File: src/rtl/dpk_pkg.sv
package dpk_pkg;
  typedef enum logic {
    ORDER_MSB_FIRST = 1'b0,
    ORDER_LSB_FIRST = 1'b1
  } order_e;
endpackage

File: src/rtl/dpk_slot_counter.sv
module dpk_slot_counter #(
  parameter int FRAMES         = 4,
  parameter int BITS_PER_FRAME = 2,
  parameter int IDX_W          = $clog2(FRAMES * BITS_PER_FRAME)
) (
  input  logic             clk,
  input  logic             rst,
  input  logic             frame_sync,
  input  logic             d_slot,
  input  logic             realign,
  input  logic             order_lsb,
  output logic             take,
  output logic             last,
  output logic [IDX_W-1:0] pos
);
  import dpk_pkg::*;

  localparam int BYTE_W = FRAMES * BITS_PER_FRAME;
  localparam int FW     = (FRAMES > 1) ? $clog2(FRAMES) : 1;
  localparam int SW     = (BITS_PER_FRAME > 1) ? $clog2(BITS_PER_FRAME) : 1;

  logic [FW-1:0]    frame_q;
  logic [SW-1:0]    sub_q, sub_eff;
  logic [IDX_W-1:0] slot_idx;
  order_e           order_q;

  always_comb begin
    sub_eff  = frame_sync ? '0 : sub_q;
    slot_idx = IDX_W'(frame_q) * IDX_W'(BITS_PER_FRAME) + IDX_W'(sub_eff);
    take     = d_slot && !realign && !rst;
    last     = take && (frame_q == FW'(FRAMES - 1)) && (sub_eff == SW'(BITS_PER_FRAME - 1));
    pos      = (order_q == ORDER_LSB_FIRST) ? slot_idx : IDX_W'(BYTE_W - 1) - slot_idx;
  end

  always_ff @(posedge clk) begin
    if (rst || realign) begin
      frame_q <= '0;
      sub_q   <= '0;
      order_q <= order_e'(order_lsb);
    end else begin
      if (frame_sync) sub_q <= '0;
      if (take) begin
        if (sub_eff == SW'(BITS_PER_FRAME - 1)) begin
          sub_q   <= '0;
          frame_q <= (frame_q == FW'(FRAMES - 1)) ? '0 : frame_q + 1'b1;
        end else begin
          sub_q <= sub_eff + 1'b1;
        end
      end
      if (last) order_q <= order_e'(order_lsb);
    end
  end

  // the ordering latch moves only at reset, realign or a group boundary
  assert_order_at_boundary_R8: assert property (@(posedge clk) disable iff (rst)
    !$stable(order_q) |-> $past(last || realign || rst));

  // the frame counter steps only on a taken D bit
  assert_frame_steps_on_take_R2: assert property (@(posedge clk) disable iff (rst)
    (!$stable(frame_q) && !$past(realign || rst)) |-> $past(take));
endmodule

File: src/rtl/dpk_rx_assembler.sv
module dpk_rx_assembler #(
  parameter int BYTE_W = 8,
  parameter int IDX_W  = $clog2(BYTE_W)
) (
  input  logic              clk,
  input  logic              rst,
  input  logic              realign,
  input  logic              take,
  input  logic              last,
  input  logic [IDX_W-1:0]  pos,
  input  logic              din,
  output logic [BYTE_W-1:0] rx_data,
  output logic              rx_valid
);
  logic [BYTE_W-1:0] acc_q, acc_nxt;

  always_comb begin
    acc_nxt      = acc_q;
    acc_nxt[pos] = din;
  end

  always_ff @(posedge clk) begin
    if (rst) begin
      rx_data <= '0;
    end else if (last) begin
      rx_data <= acc_nxt;
    end
    if (rst || realign) begin
      acc_q    <= '0;
      rx_valid <= 1'b0;
    end else begin
      rx_valid <= last;
      if (take) acc_q <= acc_nxt;
    end
  end

  // a byte is announced for a single cycle only
  assert_valid_single_R2: assert property (@(posedge clk) disable iff (rst)
    rx_valid |=> !rx_valid);

  // an announcement always follows a sampled D bit
  assert_valid_after_take_R2: assert property (@(posedge clk) disable iff (rst)
    rx_valid |-> $past(take));
endmodule

File: src/rtl/dpk_tx_serializer.sv
module dpk_tx_serializer #(
  parameter int              BYTE_W = 8,
  parameter int              IDX_W  = $clog2(BYTE_W),
  parameter logic [BYTE_W-1:0] IDLE = '1
) (
  input  logic              clk,
  input  logic              rst,
  input  logic              last,
  input  logic [IDX_W-1:0]  pos,
  input  logic              tx_wr,
  input  logic [BYTE_W-1:0] tx_data,
  output logic              line_out,
  output logic              tx_empty
);
  logic [BYTE_W-1:0] cur_q, hold_q;
  logic              full_q;

  assign line_out = cur_q[pos];
  assign tx_empty = !full_q;

  always_ff @(posedge clk) begin
    if (rst) begin
      cur_q  <= IDLE;
      hold_q <= '0;
      full_q <= 1'b0;
    end else begin
      if (last) cur_q <= full_q ? hold_q : IDLE;
      if (tx_wr) begin
        hold_q <= tx_data;
        full_q <= 1'b1;
      end else if (last) begin
        full_q <= 1'b0;
      end
    end
  end

  // a write always leaves the holding register occupied
  assert_write_fills_R6: assert property (@(posedge clk) disable iff (rst)
    tx_wr |=> !tx_empty);

  // a boundary without a write frees the holding register
  assert_boundary_frees_R6: assert property (@(posedge clk) disable iff (rst)
    (last && !tx_wr) |=> tx_empty);
endmodule

File: src/rtl/dchan_packer.sv
module dchan_packer #(
  parameter int FRAMES         = 4,
  parameter int BITS_PER_FRAME = 2,
  parameter int BYTE_W         = FRAMES * BITS_PER_FRAME
) (
  input  logic              clk,
  input  logic              rst,
  input  logic              frame_sync,
  input  logic              d_slot,
  input  logic              line_in,
  input  logic              order_lsb,
  input  logic              realign,
  input  logic              tx_wr,
  input  logic [BYTE_W-1:0] tx_data,
  output logic              line_out,
  output logic [BYTE_W-1:0] rx_data,
  output logic              rx_valid,
  output logic              tx_empty
);
  localparam int IDX_W = $clog2(BYTE_W);

  logic             take, last;
  logic [IDX_W-1:0] pos;

  dpk_slot_counter #(
    .FRAMES(FRAMES), .BITS_PER_FRAME(BITS_PER_FRAME), .IDX_W(IDX_W)
  ) slot_i (
    .clk(clk), .rst(rst), .frame_sync(frame_sync), .d_slot(d_slot),
    .realign(realign), .order_lsb(order_lsb),
    .take(take), .last(last), .pos(pos)
  );

  dpk_rx_assembler #(.BYTE_W(BYTE_W), .IDX_W(IDX_W)) rx_i (
    .clk(clk), .rst(rst), .realign(realign), .take(take), .last(last),
    .pos(pos), .din(line_in), .rx_data(rx_data), .rx_valid(rx_valid)
  );

  dpk_tx_serializer #(.BYTE_W(BYTE_W), .IDX_W(IDX_W), .IDLE({BYTE_W{1'b1}})) tx_i (
    .clk(clk), .rst(rst), .last(last), .pos(pos), .tx_wr(tx_wr),
    .tx_data(tx_data), .line_out(line_out), .tx_empty(tx_empty)
  );

  // a realign pulse never produces a byte announcement
  assert_realign_quiet_R7: assert property (@(posedge clk) disable iff (rst)
    realign |=> !rx_valid);
endmodule

File: config.mk
export PLATFORM = sky130hd
export DESIGN_NAME = dchan_packer
export DESIGN_NICKNAME = d
export VERILOG_FILES = /design/src/rtl/dpk_pkg.sv /design/src/rtl/dpk_slot_counter.sv /design/src/rtl/dpk_rx_assembler.sv /design/src/rtl/dpk_tx_serializer.sv /design/src/rtl/dchan_packer.sv
export SDC_FILE = /design/constraint.sdc
export NUM_CORES = 1
export LEC_CHECK = 0
export BUFFER_PORTS_ARGS = -buffer_cell sky130_fd_sc_hd__buf_4
export CORE_ASPECT_RATIO = 1.75
export CORE_MARGIN = 1.5
export CORE_UTILIZATION = 45
export CTS_BUF_LIST = sky130_fd_sc_hd__clkbuf_4
export DETAILED_ROUTE_END_ITERATION = 6
export GPL_TIMING_DRIVEN = 0
export PLACE_DENSITY = 0.65
export SYNTH_ARGS = -nofsm -noshare
export SYNTH_HDL_FRONTEND = slang
export SYNTH_SLANG_ARGS = --single-unit
export TNS_END_PERCENT = 50
File: constraint.sdc
create_clock -name clk -period 5.05 [get_ports clk]
set_input_delay 1.515 -clock clk [delete_from_list [all_inputs] [get_ports clk]]
set_output_delay 1.515 -clock clk [all_outputs]
set_load 0.005 [all_outputs]
==> results of run 1 <==
## worst max-delay path, cell delays in order
cell      delay, ns
buf_4          0.11
nand2b_1       0.20
inv_1          0.16
nor3_1         0.11
a211o_1        0.24
a222oi_1       0.25
nand3_1        0.12
buf_4          0.15
## registers in the layout, summed over array words and instances, names as in the netlist
| name | count |
|---|---|
| rx_i.acc_q | 8 |
| rx_i.rx_data | 8 |
| rx_i.rx_valid | 1 |
| slot_i.frame_q | 2 |
| slot_i.order_q | 1 |
| slot_i.sub_q | 1 |
| tx_i.cur_q | 8 |
| tx_i.full_q | 1 |
| tx_i.hold_q | 8 |
## kinds of logic after synthesis
logic type      after synthesis  share of synthesized area [%]
xor+xnor                      1                          0.472
mux                          15                           8.09
flops                        38                           41.5
fa+ha+maj                     2                           1.35
simple gates                 74                           19.8
compound gates               60                           23.6
buf+inv                      20                           5.12
## placed cells by master, fill, tap and decap left out, types with 2 or more instances in the layout
cell       instances
a211oi_2           2
a21boi_0           3
a21oi_1            8
a22o_1             3
a22oi_1            2
a2bb2oi_1          6
a311oi_1           4
a31oi_1            4
and2_1             3
and3_1             2
buf_2              4
buf_4             24
buf_6              2
clkbuf_1           8
clkbuf_4           5
dfxtp_1           37
ha_1               2
inv_1              6
mux2i_1           15
nand2_1           11
nand2b_1          11
nor2_1            26
nor3_1             5
o21a_1             3
o21ai_0           15
o22ai_1            4
or2_2              2
or3_1              8
## Yosys cell counts, types with 4 or more instances
| master | n | share of area, % |
|---|---|---|
| nand2_1 | 11 | 2.2 |
| o21ai_0 | 15 | 4.0 |
| nand2b_1 | 11 | 3.7 |
| dfxtp_1 | 37 | 40 |
| a311oi_1 | 4 | 1.9 |
| a21oi_1 | 8 | 2.2 |
| clkbuf_1 | 8 | 1.6 |
| a2bb2oi_1 | 6 | 2.8 |
| or3_1 | 8 | 2.7 |
| buf_2 | 4 | 1.1 |
| o22ai_1 | 4 | 1.3 |
| a31oi_1 | 4 | 1.3 |
| nor3_1 | 5 | 1.3 |
| mux2i_1 | 15 | 8.1 |
| nor2_1 | 26 | 5.3 |
| inv_1 | 6 | 1.2 |
## where the power goes
group	switching [mW]	total, mW	internal [mW]
clock network	0.108	0.160	0.0518
registers	0.00352	0.311	0.308
logic	0.0292	0.0562	0.0270
## worst paths after layout
kind | to | slack (ns) | from
max reg2reg | rx_i.rx_data[6]$_SDFFE_PP0P_ | 3.31 | slot_i.order_q$_DFFE_PP_
max | line_out | 0.67 | frame_sync
min reg2reg | tx_i.hold_q[2]$_SDFFE_PP0P_ | 0.50 | tx_i.hold_q[2]$_SDFFE_PP0P_
min | tx_i.hold_q[2]$_SDFFE_PP0P_ | 0.50 | tx_i.hold_q[2]$_SDFFE_PP0P_
## area by class of cell
type                            count  area, um^2  area share, %
Multi-Input combinational cell    152         990           46.0
Sequential cell                    38         771           35.9
Timing Repair Buffer               24         180           8.38
Buffer                             14        72.6           3.38
Tap cell                           48        60.1           2.79
Clock buffer                        5        37.5           1.75
Inverter                            6        22.5           1.05
Clock inverter                      3        16.3          0.757
## routing by layer
| metal | GRT usage (%) | part of all wire [%] | up-vias |
|---|---|---|---|
| li1 | - | - | 815 |
| met1 | 20.4 | 39 | 741 |
| met2 | 39.3 | 55 | 44 |
| met3 | 4.78 | 3.5 | 11 |
| met4 | 8.61 | 2.3 | 0 |
| met5 | 0 | 0 | - |
==> run metrics, run 1 <==
fillcell total 401; vias in the first global route 1481; total track usage 20.5%; RSZ-0062 raised after global routing no; Via Count 1611; antenna-violating nets left 0; fin crit period 4.38 ns; WL final 4220 um; Slew headroom 57.8%; Final WS setup 0.675 ns; number of H-tree levels 2; post-layout instance area 0.00215 mm^2; # setup viols final 0; detailed placement HPWL 3150 um; peak supply drop 0.000212 V; Clock transition at path regs 0.11 ns; PwrDens 245 mW/mm^2; drt wl/cell 14.6 um; post-layout util 55.1%; antenna violations before repair 0; Cells after Synth 210; Pre-antenna DRT Iters 4; ANT cells 0; TritonCTS buffer count 5; Seq/Total Area, Yosys 41.5%; largest net degree at the start of global routing 13; # Post-CTS Setup Buffers 0; outcome finished, final reports clean; Die Y 87.9 um; initial drt markers 39; max cap viols 0; Seq cells post-synth 38; CP Capture Type output pin; Tot Pwr 527 uW; clock root cell clkbuf_4; Yosys warning count 0; setup TNS 0 ns; fmax 229 MHz; number of buffers added on ports 24; Post-Syn Area 0.00186 mm^2; Remaining Overflow, GRT 0; Slew @ Worst Pin 0.632 ns; vias per cell 5.56; first-pass GRT wire length 6880 um; synthesized area per cell 8.84 um^2; TritonCTS clock tree done; reg2reg path depth 6; number of distinct library cells after synthesis 40; Fin. Hold Viols 0; starting density of the core 47.5%; core area 0.00390 mm^2; layout cell share with drive strength beyond 1 18.6%; largest fanout on the critical path 5; Rows 30; Leak 0.855 nW; EDFF count, synth 1; Synth async-reset ratio 0%; placed instance count 282; WS Path Type in2out; Clock Skew 0.0103 ns; Slew Viols, Final 0; Req. time, crit path 3.54 ns; placed inst area 0.00210 mm^2; Hold Crit Depth 2; non-filler cells, final 290; main flop type after synthesis dfxtp_1; hold buffer count at CTS 0; Setup WS pre-CTS 0.655 ns; Mapped Nets 228; CTS resizes 0; Worst-Skew Late Latency 0.35 ns; CTS sink count 38; Area Growth Syn to Fin 15.8%; Nets 259; Clock Tree Buf Depth 2; Die Area 0.00453 mm^2; Die W 51.5 um; Hold Crit Class reg2reg; WP data arrival 2.86 ns; Final Wtd Congestion 0.870; drt drc 0; num ports 27; Hold WS 0.496 ns; fin crit share 86.6%; CP Launch Type primary input
(Power assumes the default switching activity.)
==> inputs of run 2 (changes only) <==
--- a/config.mk
+++ b/config.mk
@@ -6,13 +6,15 @@
 export NUM_CORES = 1
 export LEC_CHECK = 0
 export BUFFER_PORTS_ARGS = -buffer_cell sky130_fd_sc_hd__buf_4
+export CELL_PAD_IN_SITES_DETAIL_PLACEMENT = 0
+export CELL_PAD_IN_SITES_GLOBAL_PLACEMENT = 2
 export CORE_ASPECT_RATIO = 1.75
 export CORE_MARGIN = 1.5
-export CORE_UTILIZATION = 45
+export CORE_UTILIZATION = 38
 export CTS_BUF_LIST = sky130_fd_sc_hd__clkbuf_4
 export DETAILED_ROUTE_END_ITERATION = 6
 export GPL_TIMING_DRIVEN = 0
-export PLACE_DENSITY = 0.65
+export PLACE_DENSITY_LB_ADDON = 0.1
 export SYNTH_ARGS = -nofsm -noshare
 export SYNTH_HDL_FRONTEND = slang
 export SYNTH_SLANG_ARGS = --single-unit
==> run 2 against run 1 <==
  * Combinational power increased by 1%
  * Die area is 18% higher
  * Non-clock buffer count did not move
  * Count of clock-buffer cells in the layout increased by 1
  * Final cell count rose by 1.4%
  * Largest power group unchanged
==> run metrics, run 2 (synthesized netlist as in run 1, its figures left out) <==
outcome finished, final reports clean; Remaining Overflow, GRT 0 (unchanged); vias per cell 5.56 (about the same); TritonCTS clock tree done; worst hold start rx_i.acc_q[1]$_SDFFE_PP0N_; Area Growth Syn to Fin 16.1%; drt drc 0 (unchanged); fin crit share 86.5% (-0.11 points); Slew Viols, Final 0 (unchanged); starting density of the core 39.4% (-8.1 points); Slew @ Worst Pin 0.664 ns (+0.0313 ns); largest net degree at the start of global routing 12 (-1); Clock Tree Buf Depth 2 (unchanged); # setup viols final 0 (unchanged); Worst path max stage delay 0.24 ns (about the same); Die Area 0.00533 mm^2 (+18%); antenna-violating nets left 0 (unchanged); fin crit period 4.37 ns (-0.00541 ns); Crit path max-delay family compound AO/OA/AOI/OAI gates; hold buffer count at CTS 0 (unchanged); Req. time, crit path 3.54 ns (about the same); CTS resizes 0 (unchanged); Slew headroom 55.7% (-2.1 points); PwrDens 244 mW/mm^2 (-0.34%); layout cell share with drive strength beyond 1 18.6% (unchanged); Worst-Skew Late Latency 0.34 ns (about the same); Rows 33 (+10%); largest fanout on the critical path 5 (unchanged); Hold Crit Class reg2reg; hold path endpoint rx_i.rx_data[1]$_SDFFE_PP0P_; Pre-antenna DRT Iters 4 (unchanged); crit-path cells buf_4 > nand2b_1 > inv_1 > nor3_1 > a211o_1 > a222oi_1 > nand3_1 > buf_4; Slowest cell on crit path a211o_1; RSZ-0062 raised after global routing no; reg2reg path depth 6 (unchanged); CP Capture Type output pin; CP bufs+invs 3 (unchanged); initial drt markers 54 (+38%); clock root cell clkbuf_4; Hold Crit Depth 2 (unchanged); number of H-tree levels 2 (unchanged); Clock Skew 0.00501 ns (-0.00533 ns); first-pass GRT wire length 7690 um (+12%); TritonCTS buffer count 5 (unchanged); WL final 4690 um (+11%); ANT cells 0 (unchanged); WP data arrival 2.85 ns (about the same); CTS sink count 38 (unchanged); WL met1 1740 um (+5.8%); fillcell total 506 (+26%); core area 0.00471 mm^2 (+21%); num ports 27 (unchanged); met2 routed WL 2650 um (+14%); commonest non-fill, non-tap cell in the layout dfxtp_1; Nets 259 (unchanged); total track usage 18.9% (-1.7 points); Die Y 95.4 um (+8.5%); Met3 Routed Length 165 um (+11%); Final Wtd Congestion 0.820 (-5.8%); flop2flop setup slack 3.27 ns (-0.04 ns); max cap viols 0 (unchanged); post-layout instance area 0.00215 mm^2 (+0.23%); Clock transition at path regs 0.11 ns (about the same); max layer used met4; number of buffers added on ports 24 (unchanged); WP depth 8 (unchanged); vias in the first global route 1663 (+12%); capturing point of the worst reg2reg path rx_i.rx_data[0]$_SDFFE_PP0P_; peak supply drop 0.000185 V (-12%); reg2reg start slot_i.order_q$_DFFE_PP_; Fin. Hold Viols 0 (unchanged); Via Count 1634 (+1.4%); # Post-CTS Setup Buffers 0 (unchanged); placed inst area 0.00210 mm^2 (+0.24%); most frequent cells in the layout dfxtp_1 (37), nor2_1 (26), buf_4 (24); fmax 229 MHz (+0.12%); Tot Pwr 526 uW (-0.11%); Die W 55.8 um (+8.3%); antenna violations before repair 0 (unchanged); detailed placement HPWL 3610 um (+15%); setup TNS 0 ns (unchanged); WS Path Type in2out; drt wl/cell 15.9 um (+9.6%); Top cell by count, worst path buf_4; CP Launch Type primary input; Leak 0.860 nW (+0.52%); Hold WS 0.494 ns (-0.00154 ns)
-- run 2: cell types whose count changed in the layout (fill, tap and decap cells not counted), sizes merged --
cell	previous run	this run
clkbuf	13	14
clkinvlp	1	0
-- run 2: final cells by class --
| class | count | area [um^2] | share of cell area, % |
|---|---|---|---|
| Multi-Input combinational cell | 152 | 990 | 45.9 |
| Sequential cell | 38 | 771 | 35.8 |
| Timing Repair Buffer | 24 | 180 | 8.36 |
| Buffer | 14 | 72.6 | 3.37 |
| Tap cell | 52 | 65.1 | 3.02 |
| Clock buffer | 6 | 45.0 | 2.09 |
| Inverter | 6 | 22.5 | 1.05 |
| Clock inverter | 2 | 8.76 | 0.407 |
-- run 2: layer usage --
| metal | GRT usage [%] | vias to the layer above |
|---|---|---|
| li1 | - | 816 |
| met1 | 17.5 | 758 |
| met2 | 38.3 | 51 |
| met3 | 2.99 | 9 |
| met4 | 10.1 | 0 |
| met5 | 0 | - |
-- run 2: metrics by stage --
step,setup WS [ns],cells,util [%]
finish,0.680,294,45.8
global route,0.603,294,45.8
CTS,0.648,294,45.8
global placement,0.662,286,44.6
floorplan,1.09,210,-
detailed placement,0.656,286,44.6
-- run 2: report_power, final --
part	leakage, nW	switching (mW)	internal, mW
Clock	0.0331	0.100	0.0578
Combinational	0.516	0.0300	0.0270
Sequential	0.311	0.00372	0.308
Total	0.860	0.134	0.392
-- run 2: worst reg2reg max path, cell delays in order (launching register included) --
cell	delay, ns
edfxtp_1	0.40
buf_6	0.15
or3b_1	0.39
buf_6	0.15
o22ai_2	0.20
mux2i_1	0.27
a211oi_2	0.09
-- run 2: worst max path at each step --
stage / endpoint / startpoint / slack, ns
after floorplan: line_out / frame_sync / 1.09
after global placement: line_out / frame_sync / 0.66
after detailed placement: line_out / frame_sync / 0.66
after CTS: line_out / frame_sync / 0.65
after global routing: line_out / frame_sync / 0.60
final: line_out / frame_sync / 0.68
==> inputs of run 3 (changes only) <==
--- a/config.mk
+++ b/config.mk
@@ -9,7 +9,6 @@
 export CELL_PAD_IN_SITES_DETAIL_PLACEMENT = 0
 export CELL_PAD_IN_SITES_GLOBAL_PLACEMENT = 2
 export CORE_ASPECT_RATIO = 1.75
-export CORE_MARGIN = 1.5
 export CORE_UTILIZATION = 38
 export CTS_BUF_LIST = sky130_fd_sc_hd__clkbuf_4
 export DETAILED_ROUTE_END_ITERATION = 6
==> run 3 against run 2 <==
  * Core utilization is 0.13 points higher
  * Global-route usage is 1.6 points higher
  * Critical path depth stayed put
  * Sequential power hardly changed
  * Sequential share of layout area is 0.10 points lower
  * Clock skew is 0.0083 ns higher
  * Combinational power hardly changed
  * Setup slack better by 0.0024 ns
  * Clock power is 7% higher
==> run metrics, run 3 (synthesized netlist as in run 1, its figures left out) <==
PwrDens 249 mW/mm^2 (+1.9%); non-filler cells, final 294 (unchanged); total track usage 20.4% (+1.6 points); core area 0.00471 mm^2 (unchanged); WL met1 1740 um (+0.40%); clock root cell clkbuf_4; Worst-Skew Late Latency 0.34 ns (about the same); sequential power share 57.9% (-1.2 points); largest fanout on the critical path 5 (unchanged); Slew headroom 55.9% (+0.11 points); vias in the first global route 1591 (-4.3%); number of buffers added on ports 24 (unchanged); TritonCTS buffer count 5 (unchanged); Final WS setup 0.683 ns (+0.00238 ns); setup TNS 0 ns (unchanged); Clock Tree Buf Depth 2 (unchanged); sw frac 24.5% (-0.99 points); Clock transition at path regs 0.10 ns (about the same); Clk pwr share 31.5% (+1.5 points); number of H-tree levels 2 (unchanged); Die Area 0.00518 mm^2 (-2.8%); antenna-violating nets left 0 (unchanged); fin crit share 86.5% (about the same); ANT cells 0 (unchanged); max cap viols 0 (unchanged); fin crit period 4.37 ns (-0.00238 ns); fillcell total 498 (-1.6%); commonest non-fill, non-tap cell in the layout dfxtp_1; # Post-CTS Setup Buffers 0 (unchanged); Clock Skew 0.0133 ns (+0.00828 ns); WP data arrival 2.85 ns (about the same); drt wl/cell 16.1 um (+1.2%); CTS resizes 0 (unchanged); NetSw 132 uW (-1.8%); Req. time, crit path 3.54 ns (about the same); Setup WS pre-CTS 0.660 ns (+0.00394 ns); Slew @ Worst Pin 0.662 ns (-0.00172 ns); num ports 27 (unchanged); drt drc 0 (unchanged); WL final 4740 um (+1.2%); met2 routed WL 2780 um (+4.9%); hold buffer count at CTS 0 (unchanged); Die W 54.8 um (-1.8%); max layer used met4; Remaining Overflow, GRT 0 (unchanged); Final Wtd Congestion 0.839 (+2.4%); Crit path max-delay family compound AO/OA/AOI/OAI gates; # setup viols final 0 (unchanged); Hold Crit Class reg2reg; WS Path Type in2out; Worst path max stage delay 0.24 ns (about the same); antenna violations before repair 0 (unchanged); Area Growth Syn to Fin 16.5%; vias per cell 5.41 (-2.6%); TritonCTS clock tree done; Hold WS 0.499 ns (+0.00500 ns); post-layout instance area 0.00216 mm^2 (+0.29%); Slew Viols, Final 0 (unchanged); fmax 229 MHz (about the same); Slowest cell on crit path a211o_1; Leak 0.863 nW (+0.43%); detailed placement HPWL 3600 um (-0.31%); most frequent cells in the layout dfxtp_1 (37), nor2_1 (26), buf_4 (24); largest net degree at the start of global routing 12 (unchanged); Fin. Hold Viols 0 (unchanged); CP Launch Type primary input; Die Y 94.4 um (-1.0%); initial drt markers 35 (-35%); Rows 33 (unchanged); internal power 406 uW (+3.5%); placed inst area 0.00210 mm^2 (unchanged); outcome finished, final reports clean; CP bufs+invs 3 (unchanged); Pre-antenna DRT Iters 4 (unchanged); Top cell by count, worst path buf_4; Tot Pwr 538 uW (+2.2%); Via Count 1591 (-2.6%); crit-path cells buf_4 > nand2b_1 > inv_1 > nor3_1 > a211o_1 > a222oi_1 > nand3_1 > buf_4; Met3 Routed Length 144 um (-13%); CTS sink count 38 (unchanged); Nets 259 (unchanged); starting density of the core 39.4% (unchanged); logic gate share of total power 10.6% (-0.2 points); peak supply drop 0.000196 V (+5.7%); RSZ-0062 raised after global routing no; first-pass GRT wire length 7330 um (-4.7%); post-layout util 45.9% (+0.13 points); placed instance count 286 (unchanged); CP Capture Type output pin; layout cell share with drive strength beyond 1 19.0% (+0.41 points)
## run 3: cell count changes in the layout (fill, tap and decap cells not counted)
cell | previous run | this run
clkinv_2 | 1 | 0
clkinv_1 | 1 | 0
clkbuf_4 | 6 | 8
## run 3: layer usage
layer | up-vias | GRT usage (%)
met1 | 739 | 19.1
met5 | - | 0
met2 | 32 | 39.7
met3 | 5 | 4.03
li1 | 815 | -
met4 | 0 | 7.91
## run 3: worst paths after layout
path,start,slack (ns),to,depth (start not counted)
worst max-delay path,frame_sync,0.68,line_out,8
worst min-delay path,tx_i.full_q$_SDFFE_PP0P_,0.50,tx_i.full_q$_SDFFE_PP0P_,2
worst max register to register,slot_i.order_q$_DFFE_PP_,3.24,rx_i.rx_data[0]$_SDFFE_PP0P_,6
worst min register to register,tx_i.full_q$_SDFFE_PP0P_,0.50,tx_i.full_q$_SDFFE_PP0P_,2
## run 3: power groups by stage
stage	combinational, mW	clock, mW	sequential, mW
after detailed placement	0.0576	0	0.318
final	0.0573	0.169	0.311
after global placement	0.0562	0	0.318
after CTS	0.0579	0.178	0.311
after floorplan	0.0374	0	0.317
after global routing	0.0630	0.184	0.312
## run 3: area by class of cell
cell class / count / area [um^2] / area share (%)
multi-input combinational: 152 / 990 / 45.8
inverter: 6 / 22.5 / 1.04
timing repair buffer: 24 / 180 / 8.34
clock buffer: 8 / 60.1 / 2.78
sequential: 38 / 771 / 35.7
tap: 52 / 65.1 / 3.01
buffer: 14 / 72.6 / 3.36
## run 3: worst register-to-register path: cells and delay by family (launching register included)
family                 cells  cell delay, ns
AND/OR/NAND/NOR            1            0.39
flip-flops                 1            0.40
buffers and inverters      2            0.30
multiplexers               1            0.29
AO/OA/AOI/OAI              2            0.30
